### src/rtl/adcreg_pkg.sv
// Package: shared encodings for the conversion result register.
// Assumes: the bus byte select is a single bit.
package adcreg_pkg;
    typedef enum logic {
        ALIGN_RIGHT = 1'b0,
        ALIGN_LEFT  = 1'b1
    } align_e;

    typedef enum logic {
        SEL_LOW  = 1'b0,
        SEL_HIGH = 1'b1
    } bytesel_e;
endpackage

### src/rtl/adcreg_fmt.sv
// Module: adcreg_fmt
// Converts a raw result into the stored, alignment-free form. Differential
// results arrive in offset binary; flipping the MSB makes two's complement.
// Assumes: RES_W >= 2.
module adcreg_fmt #(
    parameter int RES_W = 10
) (
    input  logic [RES_W-1:0] raw,
    input  logic             diff,
    output logic [RES_W-1:0] stored
);
    localparam int MSB = RES_W - 1;

    // Purpose: select unsigned or two's complement storage form.
    always_comb begin
        stored = raw;
        if (diff) stored[MSB] = ~raw[MSB];
    end
endmodule

### src/rtl/adcreg_lock.sv
// Module: adcreg_lock
// Holds the visible result, the low-then-high read interlock and a one-entry
// pending slot. Assumes: lo_rd and hi_rd are never high together.
module adcreg_lock #(
    parameter int RES_W = 10
) (
    input  logic             clk,
    input  logic             rst_n,
    input  logic             conv_vld,
    input  logic [RES_W-1:0] conv_val,
    input  logic             lo_rd,
    input  logic             hi_rd,
    output logic [RES_W-1:0] vis
);
    logic             locked_q;
    logic             pend_vld_q;
    logic [RES_W-1:0] pend_q;
    logic [RES_W-1:0] vis_q;
    logic             release_now;
    logic             hold_now;

    // Purpose: classify the cycle as release, hold or free update.
    always_comb begin
        release_now = locked_q && hi_rd;
        hold_now    = (locked_q && !hi_rd) || (!locked_q && lo_rd);
    end

    // Purpose: update lock state, pending slot and visible result.
    always_ff @(posedge clk) begin
        if (!rst_n) begin
            locked_q   <= 1'b0;
            pend_vld_q <= 1'b0;
            pend_q     <= '0;
            vis_q      <= '0;
        end else begin
            if (lo_rd)      locked_q <= 1'b1;
            else if (hi_rd) locked_q <= 1'b0;

            if (release_now) begin
                pend_vld_q <= 1'b0;
                if (conv_vld)        vis_q <= conv_val;
                else if (pend_vld_q) vis_q <= pend_q;
            end else if (hold_now) begin
                if (conv_vld) begin
                    pend_q     <= conv_val;
                    pend_vld_q <= 1'b1;
                end
            end else if (conv_vld) begin
                vis_q <= conv_val;
            end
        end
    end

    assign vis = vis_q;

    // a locked cycle without a releasing read keeps the value.
    a_r5_frozen_while_locked: assert property (@(posedge clk) disable iff (!rst_n)
        (locked_q && !hi_rd) |=> $stable(vis_q));

    // a low-byte read always leaves the register locked.
    a_r5_low_read_locks: assert property (@(posedge clk) disable iff (!rst_n)
        lo_rd |=> locked_q);

    // a high-byte read never leaves the register locked.
    a_r6_high_read_unlocks: assert property (@(posedge clk) disable iff (!rst_n)
        hi_rd |=> !locked_q);

    // a release without a new strobe exposes the pending value.
    a_r8_pending_released: assert property (@(posedge clk) disable iff (!rst_n)
        (locked_q && hi_rd && pend_vld_q && !conv_vld) |=> (vis_q == $past(pend_q)));

    // a strobe that coincides with the release wins over pending data.
    a_r10_release_strobe_wins: assert property (@(posedge clk) disable iff (!rst_n)
        (locked_q && hi_rd && conv_vld) |=> (vis_q == $past(conv_val)));

    // an unlocked, unread strobe is visible in the next cycle.
    a_r4_free_update: assert property (@(posedge clk) disable iff (!rst_n)
        (!locked_q && !lo_rd && conv_vld) |=> (vis_q == $past(conv_val)));
endmodule

### src/rtl/adcreg_view.sv
// Module: adcreg_view
// Splits the stored result into two bus bytes by alignment. Pure logic, so an
// alignment change shows in the same cycle.
// Assumes: BUS_W < RES_W <= 2*BUS_W.
module adcreg_view
    import adcreg_pkg::*;
#(
    parameter int RES_W = 10,
    parameter int BUS_W = 8
) (
    input  logic [RES_W-1:0] vis,
    input  align_e           align,
    output logic [BUS_W-1:0] lo,
    output logic [BUS_W-1:0] hi
);
    localparam int SPILL = RES_W - BUS_W;
    localparam int PAD   = 2 * BUS_W - RES_W;

    logic [BUS_W-1:0] r_lo, r_hi, l_lo, l_hi;

    generate
        if (PAD > 0) begin : g_pad
            // Purpose: build both placements with zero fill.
            always_comb begin
                r_lo = vis[BUS_W-1:0];
                r_hi = {{PAD{1'b0}}, vis[RES_W-1:BUS_W]};
                l_hi = vis[RES_W-1 -: BUS_W];
                l_lo = {vis[SPILL-1:0], {PAD{1'b0}}};
            end
        end else begin : g_full
            // Purpose: full-width result, both placements coincide.
            always_comb begin
                r_lo = vis[BUS_W-1:0];
                r_hi = vis[RES_W-1:BUS_W];
                l_hi = r_hi;
                l_lo = r_lo;
            end
        end
    endgenerate

    // Purpose: choose the placement selected by the alignment input.
    always_comb begin
        if (align == ALIGN_LEFT) begin
            lo = l_lo;
            hi = l_hi;
        end else begin
            lo = r_lo;
            hi = r_hi;
        end
    end
endmodule

### src/rtl/adcreg_result.sv
// Module: adcreg_result (top)
// Conversion result register with two read-only bus bytes, selectable
// alignment and a low-then-high read interlock.
// Assumes: one byte read per cycle; conv_done is a one-cycle strobe.
module adcreg_result
    import adcreg_pkg::*;
#(
    parameter int RES_W = 10,
    parameter int BUS_W = 8
) (
    input  logic             clk,
    input  logic             rst_n,
    input  logic             conv_done,
    input  logic [RES_W-1:0] conv_data,
    input  logic             conv_diff,
    input  logic             align_left,
    input  logic             rd_stb,
    input  logic             rd_sel,
    output logic [BUS_W-1:0] byte_lo,
    output logic [BUS_W-1:0] byte_hi
);
    logic [RES_W-1:0] stored;
    logic [RES_W-1:0] vis;
    logic             lo_rd, hi_rd;

    // Purpose: decode the bus strobe into per-byte read events.
    always_comb begin
        lo_rd = rd_stb && (bytesel_e'(rd_sel) == SEL_LOW);
        hi_rd = rd_stb && (bytesel_e'(rd_sel) == SEL_HIGH);
    end

    adcreg_fmt #(.RES_W(RES_W)) fmt_i (
        .raw    (conv_data),
        .diff   (conv_diff),
        .stored (stored)
    );

    adcreg_lock #(.RES_W(RES_W)) lock_i (
        .clk      (clk),
        .rst_n    (rst_n),
        .conv_vld (conv_done),
        .conv_val (stored),
        .lo_rd    (lo_rd),
        .hi_rd    (hi_rd),
        .vis      (vis)
    );

    adcreg_view #(.RES_W(RES_W), .BUS_W(BUS_W)) view_i (
        .vis   (vis),
        .align (align_e'(align_left)),
        .lo    (byte_lo),
        .hi    (byte_hi)
    );
endmodule

### config.mk
export PLATFORM = sky130hd
export DESIGN_NAME = adcreg_result
export DESIGN_NICKNAME = d
export VERILOG_FILES = /design/src/rtl/adcreg_pkg.sv /design/src/rtl/adcreg_fmt.sv /design/src/rtl/adcreg_lock.sv /design/src/rtl/adcreg_view.sv /design/src/rtl/adcreg_result.sv
export SDC_FILE = /design/constraint.sdc
export NUM_CORES = 1
export LEC_CHECK = 0
export BUFFER_PORTS_ARGS = -buffer_cell sky130_fd_sc_hd__clkbuf_2
export CAP_MARGIN = 15
export CORE_UTILIZATION = 50
export DETAILED_ROUTE_END_ITERATION = 12
export PLACE_DENSITY = 0.82
export REMOVE_ABC_BUFFERS = 1
export SLEW_MARGIN = 10
export SYNTH_ARGS = -nofsm -noshare
export SYNTH_HDL_FRONTEND = slang
export SYNTH_SLANG_ARGS = --single-unit
### constraint.sdc
create_clock -name clk -period 1.6 [get_ports clk]
set_clock_uncertainty 0.15 [all_clocks]
set_input_delay 0.16 -clock clk [delete_from_list [all_inputs] [get_ports clk]]
set_output_delay 0.16 -clock clk [all_outputs]
set_load 0.005 [all_outputs]
---- Word level (Yosys, flattened, before mapping) ----
Cells that the tools add are included.
cells by class
  mux-type cells .......................... 10
  bitwise operators ....................... 4
  equality and inequality tests ........... 1
  reductions and logical operators ........ 15
operators by type and width
  cell                count
  $mux 10             5
  $mux 8              2
  $reduce_and 3->1    2
  $reduce_bool 2->1   3
  $logic_and 1x1->1   5
  $not 1->1           4
  $mux 1              3
  $logic_not 1->1     2
  $ne 2x1->1 const B  1
  $reduce_and 2->1    1
  $reduce_or 2->1     1
  $logic_or 1x1->1    1
word-level totals
  logic and storage cells ................. 34
  register bits after elaboration ......... 22
  input port bits ......................... 17
  output and inout port bits .............. 16

---- Depth between registers and ports, before layout ----
Gate-level depths: netlist (run 1).
  word-level depth ........................ 6
  mapped depth ............................ 5
  gate-level depth less buffers ........... 4

---- Modules after synthesis ----
Synthesis (run 1) repeated with hierarchy kept, for this count alone.
second synthesis, totals
  cell total of the unflattened synthesis .. 134
  area total of the unflattened synthesis .. 1,244.9 µm²
by module, submodules not included
  module         times used  cells an instance  seq. area each (µm²)  area an instance (µm²)
  adcreg_lock    1           104                440.4                 994.7
  adcreg_view    1           18                 0.0                   157.7
  adcreg_fmt     1           10                 0.0                   76.3
  adcreg_result  1           2                  0.0                   16.3

---- Least setup slack after synthesis (run 1) ----
OpenSTA, ideal clock, no wires.
  path type ............................... reg2reg
  from .................................... register lock_i.locked_q
  to ...................................... register lock_i.pend_q[0]
  arrival ................................. 1.104 ns
  clock period less this slack ............ 1.382 ns
  data required time ...................... 1.322 ns
  library setup time ...................... 0.128 ns
  cell stages (with the launch flop) ...... 6
  buffers on the path ..................... 1
  slack ................................... 0.218 ns
  cell sequence ........................... dfxtp_1 > nor2_1 > or3b_1 > buf_6 > mux2i_1 > nor2_1
between the ends
  longest elaborated chain between the ends .. 4
  elaborated cells on any way between the ends .. 7
  those cells by class .................... bitwise: 1; reduce/logical: 6
ends and longest elaborated chain
  element                         RTL line           text
  start, declared                 adcreg_lock.sv:15  logic locked_q;
  start signal, assigned          adcreg_lock.sv:31  locked_q <= 1'b0;
  start signal, assigned          adcreg_lock.sv:36  if (lo_rd) locked_q <= 1'b1;
  start signal, assigned          adcreg_lock.sv:37  else if (hi_rd) locked_q <= 1'b0;
  $logic_not 1->1                 adcreg_lock.sv:25  hold_now = (locked_q && !hi_rd) || (!locked_q && lo_rd);
  $logic_and 1x1->1               adcreg_lock.sv:25
  $logic_or 1x1->1                adcreg_lock.sv:25
  $reduce_and 3->1 (no line) (*)  --
  end signal, assigned            adcreg_lock.sv:45  pend_q <= conv_val;
  end, declared                   adcreg_lock.sv:17  logic [RES_W-1:0] pend_q;
Mark *: on every way between the ends. The rest lies on a longest branch, timed or not.
A chain may end at the register's enable or synchronous reset.

---- Final worst setup path (run 1) ----
  from .................................... input port conv_done
  to ...................................... register lock_i.pend_q[6]
between the ends
  longest elaborated chain between the ends .. 1
ends and longest elaborated chain
  element                     RTL line             text
  start, declared             adcreg_result.sv:13  input logic conv_done,
  $reduce_and 3->1 (no line)  --
No other way between the ends.

==> results_dict.tcl, run 1 <==
set metrics [dict create \
    status "finished clean" \
    grt_usage 0.2141 \
    area_growth_syn_to_layout_pct 30.09 \
    cp-end-kind "flip-flop" \
    drt_pass1_iterations 3 \
    syn_inst 112 \
    crit_fanout 10 \
    synth_edf_count 0 \
    fin_crit_sh 0.9719 \
    wl_per_cell_um 13.18 \
    finalSetupViolCount 0 \
    yosysTopAreaCell "dfxtp_1" \
    cts_buffers 3 \
    ant_nets 0 \
    p_leak_nw 0.7309 \
    synth_commonest_cells "dfxtp_1, mux2i_1, nor2_1, nor3_1, a211oi_2" \
    rsz0062_at_grt "no" \
    fillerInstances 169 \
    synth.most_common_cell "dfxtp_1" \
    die_area_um2 2430 \
    worstSkewPairLatency_ns 0.32 \
    wl_mm 2.385 \
    power_frac_comb 0.189 \
    timing.final.ws_setup_ns 0.04490 \
    switchingPower_uw 314.3 \
    pre_cts_slack_ns -0.01556 \
    cp_data_required_time_ns 1.66 \
    tightestPinTransition_ns 0.3271 \
    post-cts-setup-buffer-count 0 \
    cp-start-kind "primary input" \
    clk_pin_slew_worst_paths_ns 0.12 \
    cts.root.buffer_cell "clkbuf_4" \
    core-area_um2 2042 \
    fin_crit_ns 1.555 \
    async_flop_share 0 \
    arrival_ns 1.62 \
    numPortBuffers 32 \
    place_congestion 0.7174 \
    nets 172 \
    hold_violations 0 \
    antenna_found_initial 0 \
    grt_max_degree 23 \
    die_h_um 49.30 \
    powerDensity_nw_per_um2 882.9 \
    via_count 942 \
    intPower_uw 970.5 \
    power_mw 1.285 \
    avgSynthCellArea_um2 9.987 \
    diodes 0 \
    syn_area_um2 1119 \
    die_w_um 49.30 \
    min_path_type "primary input to flip-flop" \
    drt_iter0_drc 6 \
    ys_top_cells_by_area "dfxtp_1, mux2i_1, a211oi_2" \
    vias_per_cell 5.204 \
    critical_path_class "primary input to flip-flop" \
    synth-seq-cells 22 \
    yosys_warnings 0 \
    synth_top_area_share 0.3937 \
    p_seq_frac 0.476 \
    numClockSinks 22 \
    rows 16 \
    maxCapViolCount 0 \
    hpwl_mm 1.671 \
    drc_errors 0 \
    fmax_mhz 643.0 \
    finalSetupTns_ns 0 \
    vdd_drop_max_uv 636.1 \
    synth_cell_types 24 \
    cts_tree "yes" \
    yosysSeqAreaShare 0.3937 \
    grt_pass1_vias 936 \
    gr-total-overflow 0 \
    slew_headroom 0.7819 \
    ys.flop_type "dfxtp_1" \
    whs_ns 0.04492 \
    swShare 0.2446 \
    maxSlewViolCount 0 \
    clk_path_buf_depth 2 \
    clock_power_share 0.334 \
    io_pins 33 \
    grt_pass1_wl_mm 3.974 \
    cts-htree-levels 1 \
    initial_core_util 0.5478 \
    fin_util 0.7126 \
    drive_above_1_share 0.3766 \
]
per-layer routing:
layer  GRT usage  routed length (µm)
met5           0                   0
met2      0.3858                1245
met1      0.2510                1027
met3     0.02804                  69
met4     0.08824                  42
layout by cell type (no fill, tap or decap):
master          n
nor2_1         11
nand4b_1        1
dfxtp_2         1
a21oi_1         1
o21a_2          1
and2_4          1
or2_4           1
dfxtp_1        21
and3_1          1
nor2b_1         7
o221ai_1        1
or3b_1          2
xor2_1          1
a221oi_1        1
mux2_2          4
buf_4           5
inv_1           2
a211oi_2        9
o21ai_0         1
mux2i_1        19
nand2b_1        1
and2_1          6
dlygate4sd3_1  10
clkbuf_4        3
clkbuf_2       32
nor3_1         10
bufinv_16       1
what timing repair did:
action | in CTS | in global routing
hold endpoints to repair | 10 | 0
gates cloned | 0 | 0
hold buffers | 10 | 0
endpoints found under the setup margin | 9 | 3
resized for setup | 1 | 2
power by group through the flow:
stage          logic, mW  registers (mW)  clock network [mW]
6_report           0.243           0.612               0.430
5_1_grt            0.266           0.617               0.465
4_1_cts            0.243           0.611               0.441
3_5_place_dp       0.222           0.623                   0
3_3_place_gp       0.213           0.620                   0
2_1_floorplan      0.142           0.615                   0
registers in the layout, summed over array words and instances, names as in the netlist:
| register | cells |
|---|---|
| lock_i.locked_q | 1 |
| lock_i.vis | 10 |
| lock_i.pend_vld_q | 1 |
| lock_i.pend_q | 10 |
worst max-delay path, cell delays in order:
cell	delay (ns)
dlygate4sd3_1	0.53
clkbuf_2	0.13
or3b_1	0.34
buf_4	0.21
mux2i_1	0.19
nor2_1	0.06
through the flow:
| stage | cell area [µm²] | std cells |
|---|---|---|
| 4_1_cts | 1453 | 181 |
| 3_5_place_dp | 1297 | 167 |
| 2_1_floorplan | 1066 | 103 |
| 6_report | 1455 | 181 |
| 3_3_place_gp | 1297 | 167 |
| 5_1_grt | 1455 | 181 |
kinds of logic (layout without fill, tap and decap cells):
family	count (synthesis)	after routing	share of synthesized area
simple gates	41	41	0.2025
mux	23	23	0.2103
flops	22	22	0.3937
compound gates	14	14	0.1320
buf+inv	11	53	0.05368
xor+xnor	1	1	0.007831
worst paths after layout:
kind	endpoint	from	slack, ns	depth (start not counted)
max reg2reg	lock_i.pend_q[6]	lock_i.locked_q	0.10	5
max	lock_i.pend_q[6]	conv_done	0.04	6
min reg2reg	lock_i.pend_vld_q	lock_i.pend_vld_q	0.34	2
min	lock_i.locked_q	rd_sel	0.04	3
layout make-up:
class                      instances  area (µm²)  share of cell area
timing repair buffer              47       297.8              0.2046
inverter                           2       7.507            0.005159
clock buffer                       3       22.52             0.01548
sequential                        22       441.7              0.3035
tap                               27       33.78             0.02322
clock inverter                     1       30.03             0.02064
multi-input combinational         79       621.8              0.4273
Note: power is estimated with default switching activity, not from simulation.
==> inputs of run 2 (changes only) <==
Settings changed: CORE_UTILIZATION 50 to 45, MAX_ROUTING_LAYER set to met4, PLACE_DENSITY 0.82 to 0.78.
Clock period 1.6 ns to 1.4 ns, I/O delays scaled along.
==> run 2 against run 1 <==
Net effect:
- clock power fell by 18%
- the run now ends with negative setup slack left
- critical path depth fell by 1
- register-to-register slack got worse by 0.12 ns
- non-clock buffer count rose by 7
- core utilization fell by 3.8 points
- setup slack got worse by 0.068 ns
==> results_dict.tcl, run 2 (synthesis results as in run 1) <==
set metrics [dict create \
    status "complete, but fails checks" \
    violations "negative setup slack" \
    timing.final.ws_setup_ns -0.02339 \
    gr-total-overflow 0 \
    nets 180 \
    numPortBuffers 32 \
    power_mw 1.362 \
    drc_errors 0 \
    io_pins 33 \
    drive_above_1_share 0.4383 \
    maxSlewViolCount 0 \
    numClockSinks 22 \
    grt_pass1_vias 933 \
    hold_violations 0 \
    rows 17 \
    die_h_um 51.86 \
    diodes 0 \
    drt_iter0_drc 7 \
    whs_ns 0.005535 \
    core-area_um2 2276 \
    via_count 997 \
    clk_path_buf_depth 2 \
    fin_crit_sh 1.017 \
    vias_per_cell 5.247 \
    min_path_type "primary input to flip-flop" \
    clk_pin_slew_worst_paths_ns 0.12 \
    crit_fanout 6 \
    mostFrequentLayoutCell "clkbuf_2" \
    final-seq-area_um2 444.2 \
    die_w_um 51.86 \
    grt_max_degree 23 \
    cp-start-kind "flip-flop" \
    initial_core_util 0.4915 \
    cp-end-kind "flip-flop" \
    slew_headroom 0.8096 \
    cts.root.buffer_cell "clkbuf_4" \
    antenna_found_initial 0 \
    cts_buffers 3 \
    wl_mm 2.528 \
    place_congestion 0.7773 \
    fillerInstances 191 \
    area_growth_syn_to_layout_pct 37.36 \
    die_area_um2 2689 \
    ant_nets 0 \
    hpwl_mm 1.828 \
    powerDensity_nw_per_um2 886.4 \
    cp_data_required_time_ns 1.46 \
    fin_util 0.6751 \
    fmax_mhz 702.6 \
    drt_pass1_iterations 3 \
    cts-htree-levels 1 \
    worstSkewPairLatency_ns 0.31 \
    grt_usage 0.2145 \
    grt_pass1_wl_mm 4.146 \
    fin_crit_ns 1.423 \
    vdd_drop_max_uv 795.7 \
    p_leak_nw 0.7656 \
    arrival_ns 1.48 \
    rsz0062_at_grt "yes" \
    layout_common_cells "clkbuf_2, dfxtp_1, mux2i_1" \
    cts_tree "yes" \
    maxCapViolCount 0 \
    finalSetupViolCount 16 \
    tightestPinTransition_ns 0.2856 \
    multiInputGateArea_um2 654.4 \
    critical_path_class "flip-flop to flip-flop" \
    wl_per_cell_um 13.31 \
]
## run 2: final cells by class
type	count	area share
Clock buffer	4	0.02362
Inverter	2	0.004886
Timing Repair Buffer	54	0.2337
Multi-Input combinational cell	80	0.4259
Sequential cell	22	0.2891
Tap cell	28	0.02280
## run 2: report_power, final
part	switching [mW]	internal, mW
Combinational	0.139	0.172
Sequential	0.0282	0.670
Clock	0.194	0.159
## run 2: repair_timing
item / 4_1_cts / 5_1_grt
setup buffers: 0 / 1
endpoints found under the setup margin: 19 / 20
pin swaps: 2 / 9
cloned: 0 / 1
resized for setup: 6 / 7
hold endpoints to repair: 10 / 0
hold buffers: 9 / 0
## run 2: metrics by stage
stage / worst slack [ns] / setup TNS (ns) / instances / instance area, µm²
floorplan: -0.1447 / -2.538 / 103 / 1066
global placement: -0.06964 / -0.9597 / 175 / 1351
detailed placement: -0.1566 / -2.123 / 175 / 1351
CTS: -0.02381 / -0.08160 / 188 / 1494
global route: -0.1040 / -1.063 / 190 / 1536
finish: -0.02339 / -0.1606 / 190 / 1536
## run 2: worst paths after layout
| kind | from | end | slack [ns] | depth (start not counted) |
|---|---|---|---|---|
| setup / recovery | lock_i.locked_q | lock_i.pend_q[8] | -0.02 | 5 |
| hold / removal | conv_done | lock_i.pend_vld_q | 0.006 | 3 |
| setup reg to reg | lock_i.locked_q | lock_i.pend_q[8] | -0.02 | 5 |
| hold reg to reg | lock_i.pend_vld_q | lock_i.pend_vld_q | 0.34 | 2 |
## run 2: per-layer routing
| layer | track usage | vias up | part of all wire |
|---|---|---|---|
| met5 | - | - | 0 |
| met4 | 0.05856 | 0 | 0.015 |
| met3 | 0.05556 | 4 | 0.038 |
| met2 | 0.3632 | 25 | 0.52 |
| met1 | 0.2495 | 471 | 0.43 |
| li1 | - | 497 | - |
## run 2: worst max-delay path, stage by stage, from the launching register on
cell and delay [ns]:
dfxtp_4 0.39, nor2_4 0.05, or3b_4 0.39, buf_6 0.15, mux2i_1 0.15, nor2_1 0.05
==> inputs of run 3 (changes only) <==
Settings changed: BUFFER_PORTS_ARGS -buffer_cell sky130_fd_sc_hd__clkbuf_2 to not set, CORE_UTILIZATION 45 to 60, DONT_BUFFER_PORTS set to 1, GPL_TIMING_DRIVEN set to 0, PLACE_DENSITY 0.78 to 0.8.
Clock period 1.4 ns to 1.45 ns, I/O delays scaled along.
==> run 3 against run 2 <==
Net effect:
- critical path depth is the same
- largest power group unchanged
- sequential power shrank 3.3%
- via count shrank 9.2%
- wire length grew 2.3%
- the run still ends with negative setup slack left
- sequential share of layout area grew 3.1 points
- cell area shrank 9.8%
- first-iteration DRC count grew to 4.0 times the previous value
- core utilization grew 12 points
- clock power grew 31%
- flip-flop and latch count is the same
- die area shrank 24%
==> results_dict.tcl, run 3 (synthesis results as in run 1) <==
set metrics [dict create \
    grt_pass1_vias 817 \
    nets 145 \
    critPathLaunch "lock_i.locked_q" \
    fin_crit_sh 1.026 \
    p_leak_nw 0.6039 \
    wl_per_cell_um 17.01 \
    place_congestion 0.7357 \
    cts-htree-levels 1 \
    mostFrequentLayoutCell "dfxtp_1" \
    drive_above_1_share 0.2520 \
    vias_per_cell 5.954 \
    rsz0062_at_grt "yes" \
    status "complete, but fails checks" \
    io_pins 33 \
    numPortBuffers 0 \
    initial_core_util 0.6409 \
    rows 15 \
    grt_usage 0.2565 \
    clk_path_buf_depth 2 \
    drt_iter0_drc 28 \
    maxSlewViolCount 0 \
    powerDensity_nw_per_um2 1002 \
    crit_fanout 5 \
    numClockSinks 22 \
    slew_headroom 0.4614 \
    core-area_um2 1745 \
    fin_util 0.7943 \
    clk_pin_slew_worst_paths_ns 0.13 \
    grt_pass1_wl_mm 3.574 \
    via_count 905 \
    min_path_type "primary input to flip-flop" \
    tightestPinTransition_ns 0.8070 \
    cp_data_required_time_ns 1.53 \
    wl_mm 2.586 \
    ant_nets 0 \
    cts.root.buffer_cell "clkbuf_4" \
    diodes 0 \
    timing.final.ws_setup_ns -0.03798 \
    fin_crit_ns 1.488 \
    grt_max_degree 23 \
    hpwl_mm 1.367 \
    cts_tree "yes" \
    cp-start-kind "flip-flop" \
    arrival_ns 1.56 \
    violations "negative setup slack" \
    antenna_found_initial 0 \
    layout_common_cells "dfxtp_1, mux2i_1, dlygate4sd3_1" \
    drt_pass1_iterations 4 \
    cts_buffers 3 \
    die_area_um2 2041 \
    critical_path_class "flip-flop to flip-flop" \
    fmax_mhz 672.1 \
    area_growth_syn_to_layout_pct 23.94 \
    maxCapViolCount 0 \
    fillerInstances 122 \
    timing.rr.start "lock_i.locked_q" \
    drc_errors 0 \
    die_w_um 45.18 \
    vdd_drop_max_uv 806.9 \
    finalSetupViolCount 10 \
    power_mw 1.390 \
    die_h_um 45.18 \
    worstHoldStart "conv_done" \
    worstSkewPairLatency_ns 0.30 \
    hold_violations 0 \
    gr-total-overflow 0 \
    cp-end-kind "flip-flop" \
]
## run 3: cell types whose count changed in the layout (fill, tap and decap cells not counted), moves of 2 or more
cell | before | now
buf_4 | 10 | 1
clkbuf_2 | 32 | 0
dlygate4sd3_1 | 9 | 15
mux2i_1 | 18 | 16
mux2i_2 | 1 | 3
## run 3: layout make-up
cell class	count	area (µm²)	area share
multi-input combinational	81	670.6	0.4838
inverter	2	7.507	0.005415
clock inverter	1	30.03	0.02166
timing repair buffer	18	180.2	0.1300
sequential	22	444.2	0.3204
tap	25	31.28	0.02256
clock buffer	3	22.52	0.01625
## run 3: worst max-delay path, stage by stage (launching register included)
cell and delay (ns):
dfxtp_4 0.40, buf_4 0.12, nand4b_1 0.18, buf_6 0.20, mux2i_2 0.15, a211oi_2 0.21
## run 3: stage by stage
step | instance area [µm²] | TNS [ns] | setup slack, ns | hold WS, ns | instances
after floorplan | 1066 | -1.538 | -0.09471 | 0.1389 | 103
after global placement | 1097 | -5.226 | -0.3447 | 0.1454 | 128
after detailed placement | 1097 | -6.320 | -0.4021 | 0.1506 | 128
after CTS | 1335 | -0.02476 | -0.01261 | 0.02775 | 150
after global routing | 1386 | -0.5779 | -0.06895 | 0.1450 | 152
final | 1386 | -0.1685 | -0.03798 | 0.1238 | 152
## run 3: power breakdown
group / internal, mW / total (mW) / switching (mW) / leakage (nW)
clock network: 0.279 / 0.465 / 0.186 / 0.0279
logic: 0.132 / 0.249 / 0.116 / 0.394
registers: 0.647 / 0.675 / 0.0287 / 0.182
total: 1.06 / 1.39 / 0.331 / 0.604
## run 3: path summary, 6_finish.rpt
check | endpoint | slack [ns] | cells past startpoint
max reg2reg | lock_i.vis[4] | -0.04 | 5
min reg2reg | lock_i.pend_vld_q | 0.35 | 2
max | lock_i.vis[4] | -0.04 | 5
min | lock_i.vis[9] | 0.12 | 3
## run 3: metal layers
metal	track usage	part of all wire	up-vias
met2	0.4551	0.51	37
li1	-	-	425
met5	-	0	-
met4	0.07879	0.0050	0
met1	0.2889	0.43	441
met3	0.04800	0.053	2
## run 3: repair_timing
action	4_1_cts	5_1_grt
cloned	1	1
setup buffers	2	1
setup endpoints to repair	20	20
pin swaps	2	2
endpoints found under the hold margin	21	0
gates resized for setup	7	9
hold buffers	15	0
